[src/rtl/vlan_filt_pkg.sv]
package vlan_filt_pkg;

  typedef enum logic [1:0] {
    ACC_ANY      = 2'd0,
    ACC_TAG_ONLY = 2'd1,
    ACC_UNT_ONLY = 2'd2,
    ACC_ANY_ALT  = 2'd3
  } acc_e;

  typedef enum logic [1:0] {
    VM_MATRIX   = 2'd0,
    VM_FALLBACK = 2'd1,
    VM_CHECK    = 2'd2,
    VM_STRICT   = 2'd3
  } vmode_e;

  typedef enum logic [2:0] {
    RSN_NONE     = 3'd0,
    RSN_UNTAGGED = 3'd1,
    RSN_TAGGED   = 3'd2,
    RSN_VID_MISS = 3'd3,
    RSN_NOT_MEM  = 3'd4,
    RSN_EMPTY    = 3'd5
  } reason_e;

endpackage

[src/rtl/vlan_table.sv]
module vlan_table #(
  parameter int unsigned NUM_PORTS = 8,
  parameter int unsigned VID_W     = 12,
  parameter int unsigned VT_DEPTH  = 8,
  localparam int unsigned VT_IDX_W = $clog2(VT_DEPTH)
) (
  input  logic                 clk_i,
  input  logic                 rst_ni,
  input  logic                 we_i,
  input  logic [VT_IDX_W-1:0]  idx_i,
  input  logic                 valid_i,
  input  logic [VID_W-1:0]     vid_i,
  input  logic [NUM_PORTS-1:0] member_i,
  input  logic [NUM_PORTS-1:0] egtag_i,
  input  logic [VID_W-1:0]     lk_vid_i,
  output logic                 hit_o,
  output logic [NUM_PORTS-1:0] member_o,
  output logic [NUM_PORTS-1:0] egtag_o
);

  logic [VT_DEPTH-1:0]                match;
  logic [VT_DEPTH-1:0][NUM_PORTS-1:0] ent_mem;
  logic [VT_DEPTH-1:0][NUM_PORTS-1:0] ent_eg;

  for (genvar g = 0; g < VT_DEPTH; g++) begin : gen_ent
    logic                 v_q;
    logic [VID_W-1:0]     vid_q;
    logic [NUM_PORTS-1:0] mem_q;
    logic [NUM_PORTS-1:0] eg_q;

    always_ff @(posedge clk_i or negedge rst_ni) begin
      if (!rst_ni) begin
        v_q   <= 1'b0;
        vid_q <= '0;
        mem_q <= '0;
        eg_q  <= '0;
      end else if (we_i && idx_i == VT_IDX_W'(g)) begin
        v_q   <= valid_i;
        vid_q <= vid_i;
        mem_q <= member_i;
        eg_q  <= egtag_i;
      end
    end

    assign match[g]   = v_q && (vid_q == lk_vid_i);
    assign ent_mem[g] = mem_q;
    assign ent_eg[g]  = eg_q;
  end

  // lowest matching index wins
  always_comb begin
    hit_o    = 1'b0;
    member_o = '0;
    egtag_o  = '0;
    for (int i = VT_DEPTH - 1; i >= 0; i--) begin
      if (match[i]) begin
        hit_o    = 1'b1;
        member_o = ent_mem[i];
        egtag_o  = ent_eg[i];
      end
    end
  end

endmodule

[src/rtl/vlan_policy.sv]
module vlan_policy
  import vlan_filt_pkg::*;
#(
  parameter int unsigned NUM_PORTS = 8,
  localparam int unsigned PORT_W   = $clog2(NUM_PORTS)
) (
  input  logic [PORT_W-1:0]    port_i,
  input  logic                 tagged_i,
  input  logic [NUM_PORTS-1:0] cand_i,
  input  logic [1:0]           acc_i,
  input  logic [1:0]           vmode_i,
  input  logic [NUM_PORTS-1:0] row_i,
  input  logic                 hit_i,
  input  logic [NUM_PORTS-1:0] member_i,
  input  logic [NUM_PORTS-1:0] egtag_i,
  output logic [NUM_PORTS-1:0] mask_o,
  output logic                 drop_o,
  output reason_e              reason_o,
  output logic [NUM_PORTS-1:0] egtag_o
);

  acc_e                 acc;
  vmode_e               vmode;
  logic [NUM_PORTS-1:0] self_bit;
  logic [NUM_PORTS-1:0] raw_mask;
  logic                 use_table;

  assign acc       = acc_e'(acc_i);
  assign vmode     = vmode_e'(vmode_i);
  assign self_bit  = {{(NUM_PORTS-1){1'b0}}, 1'b1} << port_i;
  assign raw_mask  = cand_i & row_i & ~self_bit;
  assign use_table = (vmode != VM_MATRIX);

  // ordered checks: frame type precedes the matrix bypass
  always_comb begin
    reason_o = RSN_NONE;
    if (!tagged_i && acc == ACC_TAG_ONLY)
      reason_o = RSN_UNTAGGED;
    else if (tagged_i && acc == ACC_UNT_ONLY)
      reason_o = RSN_TAGGED;
    else if (use_table && !hit_i && vmode != VM_FALLBACK)
      reason_o = RSN_VID_MISS;
    else if (vmode == VM_STRICT && hit_i && !member_i[port_i])
      reason_o = RSN_NOT_MEM;
    else if (raw_mask == '0)
      reason_o = RSN_EMPTY;
  end

  assign drop_o  = (reason_o != RSN_NONE);
  assign mask_o  = drop_o ? '0 : raw_mask;
  assign egtag_o = (drop_o || !use_table || !hit_i) ? '0 : (egtag_i & raw_mask);

endmodule

[src/rtl/vlan_ingress_filter.sv]
module vlan_ingress_filter
  import vlan_filt_pkg::*;
#(
  parameter int unsigned NUM_PORTS = 8,
  parameter int unsigned VID_W     = 12,
  parameter int unsigned VT_DEPTH  = 8,
  localparam int unsigned PORT_W   = $clog2(NUM_PORTS),
  localparam int unsigned VT_IDX_W = $clog2(VT_DEPTH)
) (
  input  logic                           clk_i,
  input  logic                           rst_ni,
  input  logic                           in_valid_i,
  output logic                           in_ready_o,
  input  logic [PORT_W-1:0]              in_port_i,
  input  logic                           in_tagged_i,
  input  logic [VID_W-1:0]               in_vid_i,
  input  logic [NUM_PORTS-1:0]           in_cand_i,
  input  logic [2*NUM_PORTS-1:0]         cfg_acc_i,
  input  logic [2*NUM_PORTS-1:0]         cfg_vmode_i,
  input  logic [VID_W*NUM_PORTS-1:0]     cfg_pvid_i,
  input  logic [NUM_PORTS*NUM_PORTS-1:0] cfg_matrix_i,
  input  logic                           vt_we_i,
  input  logic [VT_IDX_W-1:0]            vt_idx_i,
  input  logic                           vt_valid_i,
  input  logic [VID_W-1:0]               vt_vid_i,
  input  logic [NUM_PORTS-1:0]           vt_member_i,
  input  logic [NUM_PORTS-1:0]           vt_egtag_i,
  output logic                           out_valid_o,
  input  logic                           out_ready_i,
  output logic [NUM_PORTS-1:0]           out_mask_o,
  output logic                           out_drop_o,
  output logic [2:0]                     out_reason_o,
  output logic [VID_W-1:0]               out_vid_o,
  output logic [NUM_PORTS-1:0]           out_egtag_o
);

  logic [1:0]           sel_acc;
  logic [1:0]           sel_vmode;
  logic [VID_W-1:0]     sel_pvid;
  logic [NUM_PORTS-1:0] sel_row;
  logic [VID_W-1:0]     res_vid;

  logic                 vt_hit;
  logic [NUM_PORTS-1:0] vt_mem;
  logic [NUM_PORTS-1:0] vt_eg;

  logic [NUM_PORTS-1:0] pol_mask;
  logic                 pol_drop;
  reason_e              pol_reason;
  logic [NUM_PORTS-1:0] pol_eg;
  logic                 accept;

  assign sel_acc   = cfg_acc_i[in_port_i*2 +: 2];
  assign sel_vmode = cfg_vmode_i[in_port_i*2 +: 2];
  assign sel_pvid  = cfg_pvid_i[in_port_i*VID_W +: VID_W];
  assign sel_row   = cfg_matrix_i[in_port_i*NUM_PORTS +: NUM_PORTS];
  assign res_vid   = in_tagged_i ? in_vid_i : sel_pvid;

  vlan_table #(
    .NUM_PORTS(NUM_PORTS),
    .VID_W    (VID_W),
    .VT_DEPTH (VT_DEPTH)
  ) u_table (
    .clk_i   (clk_i),
    .rst_ni  (rst_ni),
    .we_i    (vt_we_i),
    .idx_i   (vt_idx_i),
    .valid_i (vt_valid_i),
    .vid_i   (vt_vid_i),
    .member_i(vt_member_i),
    .egtag_i (vt_egtag_i),
    .lk_vid_i(res_vid),
    .hit_o   (vt_hit),
    .member_o(vt_mem),
    .egtag_o (vt_eg)
  );

  vlan_policy #(
    .NUM_PORTS(NUM_PORTS)
  ) u_policy (
    .port_i  (in_port_i),
    .tagged_i(in_tagged_i),
    .cand_i  (in_cand_i),
    .acc_i   (sel_acc),
    .vmode_i (sel_vmode),
    .row_i   (sel_row),
    .hit_i   (vt_hit),
    .member_i(vt_mem),
    .egtag_i (vt_eg),
    .mask_o  (pol_mask),
    .drop_o  (pol_drop),
    .reason_o(pol_reason),
    .egtag_o (pol_eg)
  );

  assign in_ready_o = !out_valid_o || out_ready_i;
  assign accept     = in_valid_i && in_ready_o;

  always_ff @(posedge clk_i or negedge rst_ni) begin
    if (!rst_ni) begin
      out_valid_o  <= 1'b0;
      out_mask_o   <= '0;
      out_drop_o   <= 1'b0;
      out_reason_o <= '0;
      out_vid_o    <= '0;
      out_egtag_o  <= '0;
    end else if (accept) begin
      out_valid_o  <= 1'b1;
      out_mask_o   <= pol_mask;
      out_drop_o   <= pol_drop;
      out_reason_o <= pol_reason;
      out_vid_o    <= res_vid;
      out_egtag_o  <= pol_eg;
    end else if (out_ready_i) begin
      out_valid_o  <= 1'b0;
    end
  end

endmodule

[config.mk]
export PLATFORM = sky130hd
export DESIGN_NAME = vlan_ingress_filter
export DESIGN_NICKNAME = d
export VERILOG_FILES = /design/src/rtl/vlan_filt_pkg.sv /design/src/rtl/vlan_table.sv /design/src/rtl/vlan_policy.sv /design/src/rtl/vlan_ingress_filter.sv
export SDC_FILE = /design/constraint.sdc
export NUM_CORES = 1
export LEC_CHECK = 0
export BUFFER_PORTS_ARGS = -buffer_cell sky130_fd_sc_hd__buf_2
export CORE_UTILIZATION = 58
export DETAILED_ROUTE_END_ITERATION = 8
export PLACE_DENSITY = 0.8
export REMOVE_ABC_BUFFERS = 1
export SLEW_MARGIN = 10
export SYNTH_ARGS = -nofsm -noshare
export SYNTH_HDL_FRONTEND = slang
export SYNTH_SLANG_ARGS = --single-unit
[constraint.sdc]
create_clock -name clk_i -period 5.1 [get_ports clk_i]
set_clock_uncertainty 0.1 [all_clocks]
set_input_delay 0.765 -clock clk_i [delete_from_list [all_inputs] [get_ports clk_i]]
set_output_delay 0.765 -clock clk_i [all_outputs]
set_load 0.02 [all_outputs]
==> results of run 1 <==
cells in the final DEF (no fill, tap or decap), drive strengths merged, types with 24 or more instances in the layout:
cell      n
a221oi   30
nand4    36
nand2b   30
nand3    53
nor4     29
nor2     50
dfrtp   265
inv      35
o211ai   25
xnor2    36
buf     630
nand2    99
a21oi    31
a22o     30
mux2    232
a22oi    25
clkbuf   35
nor3     24
o21ai    63
mux2i    64
cell type report:
type	count	area (sq um)
sequential	265	6631
fill	1919	6575
inverter	33	123.9
clock buffer	35	798.3
clock inverter	19	209.0
multi-input combinational	1220	9893
tap	384	480.5
timing repair buffer	630	4209
antenna	6	15.01
final timing paths:
kind / startpoint / end / slack, ns / cells after the start
max in group asynchronous: rst_ni / u_table.gen_ent[6].mem_q[2] / 3.54 / 2
max: in_port_i[1] / out_mask_o[7] / 0.05 / 15
max reg2reg: u_table.gen_ent[6].vid_q[11] / out_mask_o[7] / 0.46 / 14
min in group clk_i: in_valid_i / out_valid_o / 0.37 / 2
min: rst_ni / u_table.gen_ent[6].vid_q[1] / 0.11 / 1
min reg2reg: out_vid_o[8] / out_vid_o[8] / 0.39 / 2
power groups by stage:
| stage | clock (mW) | combinational [mW] | sequential (mW) |
|---|---|---|---|
| after floorplan | 0 | 1.13 | 2.85 |
| after global placement | 0 | 2.15 | 2.94 |
| after detailed placement | 0 | 2.21 | 2.98 |
| after CTS | 2.22 | 2.24 | 2.95 |
| after global routing | 2.29 | 2.41 | 3.02 |
| final | 2.22 | 2.33 | 3.00 |
kinds of logic (layout without fill, tap and decap cells):
kind of cell	count (synthesis)	after routing	share of synthesized area
AOI/OAI and AO/OA	421	421	0.1956
muxes	313	313	0.2120
xor gates and xnor gates	46	46	0.02344
and+or+nand+nor	440	440	0.1425
buffers and inverters	144	717	0.04069
other	0	6	0
DFF	265	265	0.3858
flip-flops by register name, indices dropped and copies added (netlist names):
name,flops
out_valid_o,1
out_drop_o,1
out_vid_o,12
out_mask_o,8
out_reason_o,3
u_table.gen_ent.vid_q,96
out_egtag_o,8
u_table.gen_ent.eg_q,64
u_table.gen_ent.mem_q,64
u_table.gen_ent.v_q,8
layer usage:
metal,vias up,track usage,wire length [um]
met5,-,0.02885,119
met4,2,0.2566,4603
met3,327,0.1702,11180
met2,1604,0.7497,32730
met1,8939,0.6517,28360
li1,7527,-,-
stage by stage:
stage | setup TNS (ns) | hold WS, ns | util
after global placement | -11.03 | 0.3639 | 0.7370
after floorplan | -8.546 | 0.3694 | -
after global routing | 0 | 0.1654 | 0.7726
after detailed placement | -10.83 | 0.3695 | 0.7370
final | 0 | 0.1091 | 0.7728
after CTS | 0 | 0.1617 | 0.7720
timing repair:
action                     CTS  global route
gates resized for setup      2             3
setup endpoints to repair   16            16
pin swaps                    0             1
hold endpoints to repair     0             0
==> out/results.ini, run 1 <==
[synthesis]
yosys-top-cells-area=dfrtp_1, mux2_2, mux2i_1, mux4_2, nand2_1
netlist_area_sq_um=17190
synth_top_area_share=0.3858
synth_common_cells=dfrtp_1, mux2_2, nand2_1
ys_ff_latch=265
synth_edf_count=0
avgSynthCellArea_sq_um=10.55
ys.warnings.count=0
synthArstFlopShare=1.000
ys_types=99
netlist.top_cell.by_area=dfrtp_1
yosysMostFrequentCell=dfrtp_1
ys.flop_type=dfrtp_1
synthCells=1629
ys_seq_area_frac=0.3858

[critical_path]
cp_num_buf_inv=3
critPathTopFamily=simple AND/OR/NAND/NOR gates
crit_type=primary input to register
cp_slowest_cell=or4b_1
cp_slowest_stage_delay_ns=0.68
end_kind=register
crit_chain=buf_4 > buf_4 > mux2i_1 > a22o_1 > or3_1 > a41oi_1 > a2111oi_2 > buf_4 > nand4_1 > and2_1 > nand4_1 > o211ai_1 > or4b_1 > and2_2 > a32o_1
arrival_ns=5.41
crit_top_cell=buf_4
crit_fanout=17
required_ns=5.46
startpoint_type=primary input

[die]
die_h_um=174.1
ioPinCount=287
core-area_sq_um=28940
die_area_sq_um=30330
start_util=0.5940
chipWidth_um=174.1
rows=62

[status]
status=completed

[cts]
ctsHoldBuffers=0
postCtsSetupBuffers=0
htree_num_levels=1
clock-sinks=265
cts_buffers=29
insertion_delay_ns=0.56
path_clk_slew_ns=0.07
cts_tree=done
clock-root-buffer=clkbuf_16
cts_buffer_depth=3

[pwr]
seqPwrFrac=0.397
power_frac_comb=0.308
p_leak_nw=10.15
p_int_mw=4.932
peakVddDrop_mv=0.3003
power_density_nw_per_um2=337.5
switching_share=0.3465
netSwitchingPower_mw=2.614
power.total_mw=7.546
clock_power_share=0.294

[flow_run]
maxCapViolations=0

[cells_and_area]
syn2layout_area_growth_pct=30.09
nets=2432
final_area_sq_um=22360
final_layout_size_suffix_gt1_frac=0.4450
final_cells=2592

[global_routing]
grt.total_usage=0.5039
grt_pass1_wl_mm=112.9
overflow=0
grt_max_degree=113
antenna_found_initial=7
grt_pass1_vias=18030

[routing]
drt_iter0_drc=2741
wirelength_mm=77.00
vias_per_cell=7.098
drt_pass1_iterations=9
wl_per_cell_um=29.71
drc_errors=0
vias=18400
ant_nets=0

[place]
gp_congestion=1.051
portBuffers=278
post-dp-hpwl_mm=56.94
dp_cells=2532
place_ws_ns=-0.6783
dpl-instance-area_sq_um=21320

[sta]
period_needed_ns=5.049
hold_violations=0
setup_viol=0
max_freq_ghz=0.1980
tightest_slew_ns=0.8766
fin_crit_sh=0.9901
rsz0062_at_grt=false
maxSlewViolCount=0
max_slew_margin=0.4156
finalWorstSetupSlack_ns=0.05050

[worst_hold_path]
hold_class=primary input to asynchronous set/reset pin

No activity file was read; power rests on OpenSTA's default activity.
==> run 2, diff against run 1 <==
--- a/config.mk
+++ b/config.mk
@@ -7,9 +7,12 @@
 export LEC_CHECK = 0
 export BUFFER_PORTS_ARGS = -buffer_cell sky130_fd_sc_hd__buf_2
 export CORE_UTILIZATION = 58
+export CTS_CLUSTER_DIAMETER = 30
 export DETAILED_ROUTE_END_ITERATION = 8
 export PLACE_DENSITY = 0.8
 export REMOVE_ABC_BUFFERS = 1
+export SETUP_SLACK_MARGIN = 0.4
+export SKIP_CTS_REPAIR_TIMING = 1
 export SLEW_MARGIN = 10
 export SYNTH_ARGS = -nofsm -noshare
 export SYNTH_HDL_FRONTEND = slang
==> run 2 against run 1 <==
Fmax increased by 5.8%. Worst hold slack got worse by 0.025 ns. Clock power up 69%. First-iteration DRC count grew 26%. Setup slack better by 0.28 ns. Via count up 5.9%. Critical path type unchanged. Final area is 5.7% higher. Routed wire length grew 7.5%. Count of clock-buffer cells in the layout rose by 36.
==> out/results.ini, run 2 (synthesis gave the netlist of run 1 again) <==
[cells_and_area]
nets=2468
final_util=0.8169
syn2layout_area_growth_pct=37.52
final_area_sq_um=23640
fillerInstances=1687
top_regs=u_table.gen_ent.vid_q: 96 flops, u_table.gen_ent.eg_q: 64 flops, u_table.gen_ent.mem_q: 64 flops
final_cells=2659
layout_common_cells=buf_4, buf_2, dfrtp_1
final_layout_size_suffix_gt1_frac=0.4744
regArea_sq_um=6631
layout_commonest_cell=buf_4
largest_reg_flops=96
regMostFlops=u_table.gen_ent.vid_q
multi_input_area_sq_um=10120

[cts]
cts_buffer_depth=3
clock-sinks=265
path_clk_slew_ns=0.05
htree_num_levels=2
clock-root-buffer=clkbuf_16
cts_buffers=59
insertion_delay_ns=0.59
cts_tree=done

[sta]
max_slew_margin=0.4271
rsz0062_at_grt=false
max_freq_ghz=0.2095
maxSlewViolCount=0
fin_crit_sh=0.9360
hold_violations=0
finalWorstSetupSlack_ns=0.3266
tightest_slew_ns=0.8594
setup_viol=0
period_needed_ns=4.773

[pwr]
power_density_nw_per_um2=389.8
peakVddDrop_mv=0.3258
p_leak_nw=10.71

[place]
place_ws_ns=-0.6783
portBuffers=278
post-dp-hpwl_mm=56.94
dp_cells=2532
gp_congestion=1.051
dpl-instance-area_sq_um=21320

[status]
status=completed

[routing]
vias=19480
drt_pass1_iterations=9
drt_iter0_drc=3456
vias_per_cell=7.327
wirelength_mm=82.76
drc_errors=0
ant_nets=0
wl_per_cell_um=31.12

[critical_path]
crit_chain=buf_2 > and2_1 > buf_12 > a22o_2 > buf_4 > o211ai_1 > buf_4 > nand4b_1 > nor4_1 > buf_4 > and4_1 > buf_4 > nor2_2 > buf_4 > a221oi_1 > o31ai_1 > nand4_1 > o41a_1 > a32o_1
crit_top_cell=buf_4
cp_slowest_stage_delay_ns=0.52
crit_type=primary input to register
end_kind=register
required_ns=5.51
cp_slowest_cell=nor4_1
crit_fanout=9
arrival_ns=5.18
startpoint_type=primary input

[global_routing]
grt_pass1_wl_mm=118.7
antenna_found_initial=9
grt.total_usage=0.5315
grt_pass1_vias=18880
grt_max_degree=113
overflow=0

[die]
rows=62
core-area_sq_um=28940
die_h_um=174.1
chipWidth_um=174.1
ioPinCount=287
start_util=0.5940
die_area_sq_um=30330

[worst_hold_path]
hold_class=primary input to asynchronous set/reset pin

[flow_run]
maxCapViolations=0

run 2: cell types whose count changed in the layout (fill, tap and decap cells not counted), sizes merged:
cell | previous run | this run
inv | 35 | 36
clkbuf | 35 | 71
buf | 630 | 636
clkinvlp | 4 | 6
clkinv | 10 | 30
bufinv | 3 | 2
diode | 6 | 9
run 2: where the power goes:
group,switching (mW),leakage [nW],internal (mW)
Combinational,1.29,6.52,1.14
Clock,1.37,0.972,2.38
Sequential,0.491,3.21,2.54
run 2: worst paths after layout:
check	from	end	slack [ns]	depth (start not counted)
max reg2reg	u_table.gen_ent[6].vid_q[11]	out_egtag_o[2]	0.48	16
min in group clk_i	in_valid_i	out_valid_o	0.38	2
max	in_port_i[2]	out_mask_o[5]	0.33	19
min	rst_ni	u_table.gen_ent[6].vid_q[1]	0.08	1
min reg2reg	out_vid_o[2]	out_vid_o[2]	0.40	2
max in group asynchronous	rst_ni	u_table.gen_ent[2].mem_q[2]	3.53	2
run 2: layout make-up:
cell class / instances / share of cell area
antenna: 9 / 0.0009528
clock buffer: 71 / 0.06818
clock inverter: 41 / 0.01641
inverter: 33 / 0.005241
multi-input combinational: 1220 / 0.4280
sequential: 265 / 0.2806
tap: 384 / 0.02033
timing repair buffer: 636 / 0.1803
run 2: stage by stage:
| step | setup TNS (ns) | hold WS (ns) | power, mW |
|---|---|---|---|
| 3_3_place_gp | -11.03 | 0.3639 | 5.093 |
| 4_1_cts | -0.009733 | 0.1448 | 8.966 |
| 3_5_place_dp | -10.83 | 0.3695 | 5.195 |
| 2_1_floorplan | -8.546 | 0.3694 | 3.984 |
| 6_report | 0 | 0.08382 | 9.215 |
| 5_1_grt | 0 | 0.1567 | 9.385 |
run 2: metal layers:
layer  share of wire  global-route usage  vias up
li1                -                   -     7634
met1            0.35              0.6510     9339
met2            0.42              0.7810     1991
met3            0.16              0.2154      514
met4           0.073              0.3300        4
met5         0.00031            0.001603        -
run 2: critical path, delay by kind of cell:
family	cells	cell delay, ns
AOI/OAI and AO/OA	6	1.71
and+or+nand+nor	6	1.39
buffers and inverters	7	1.30
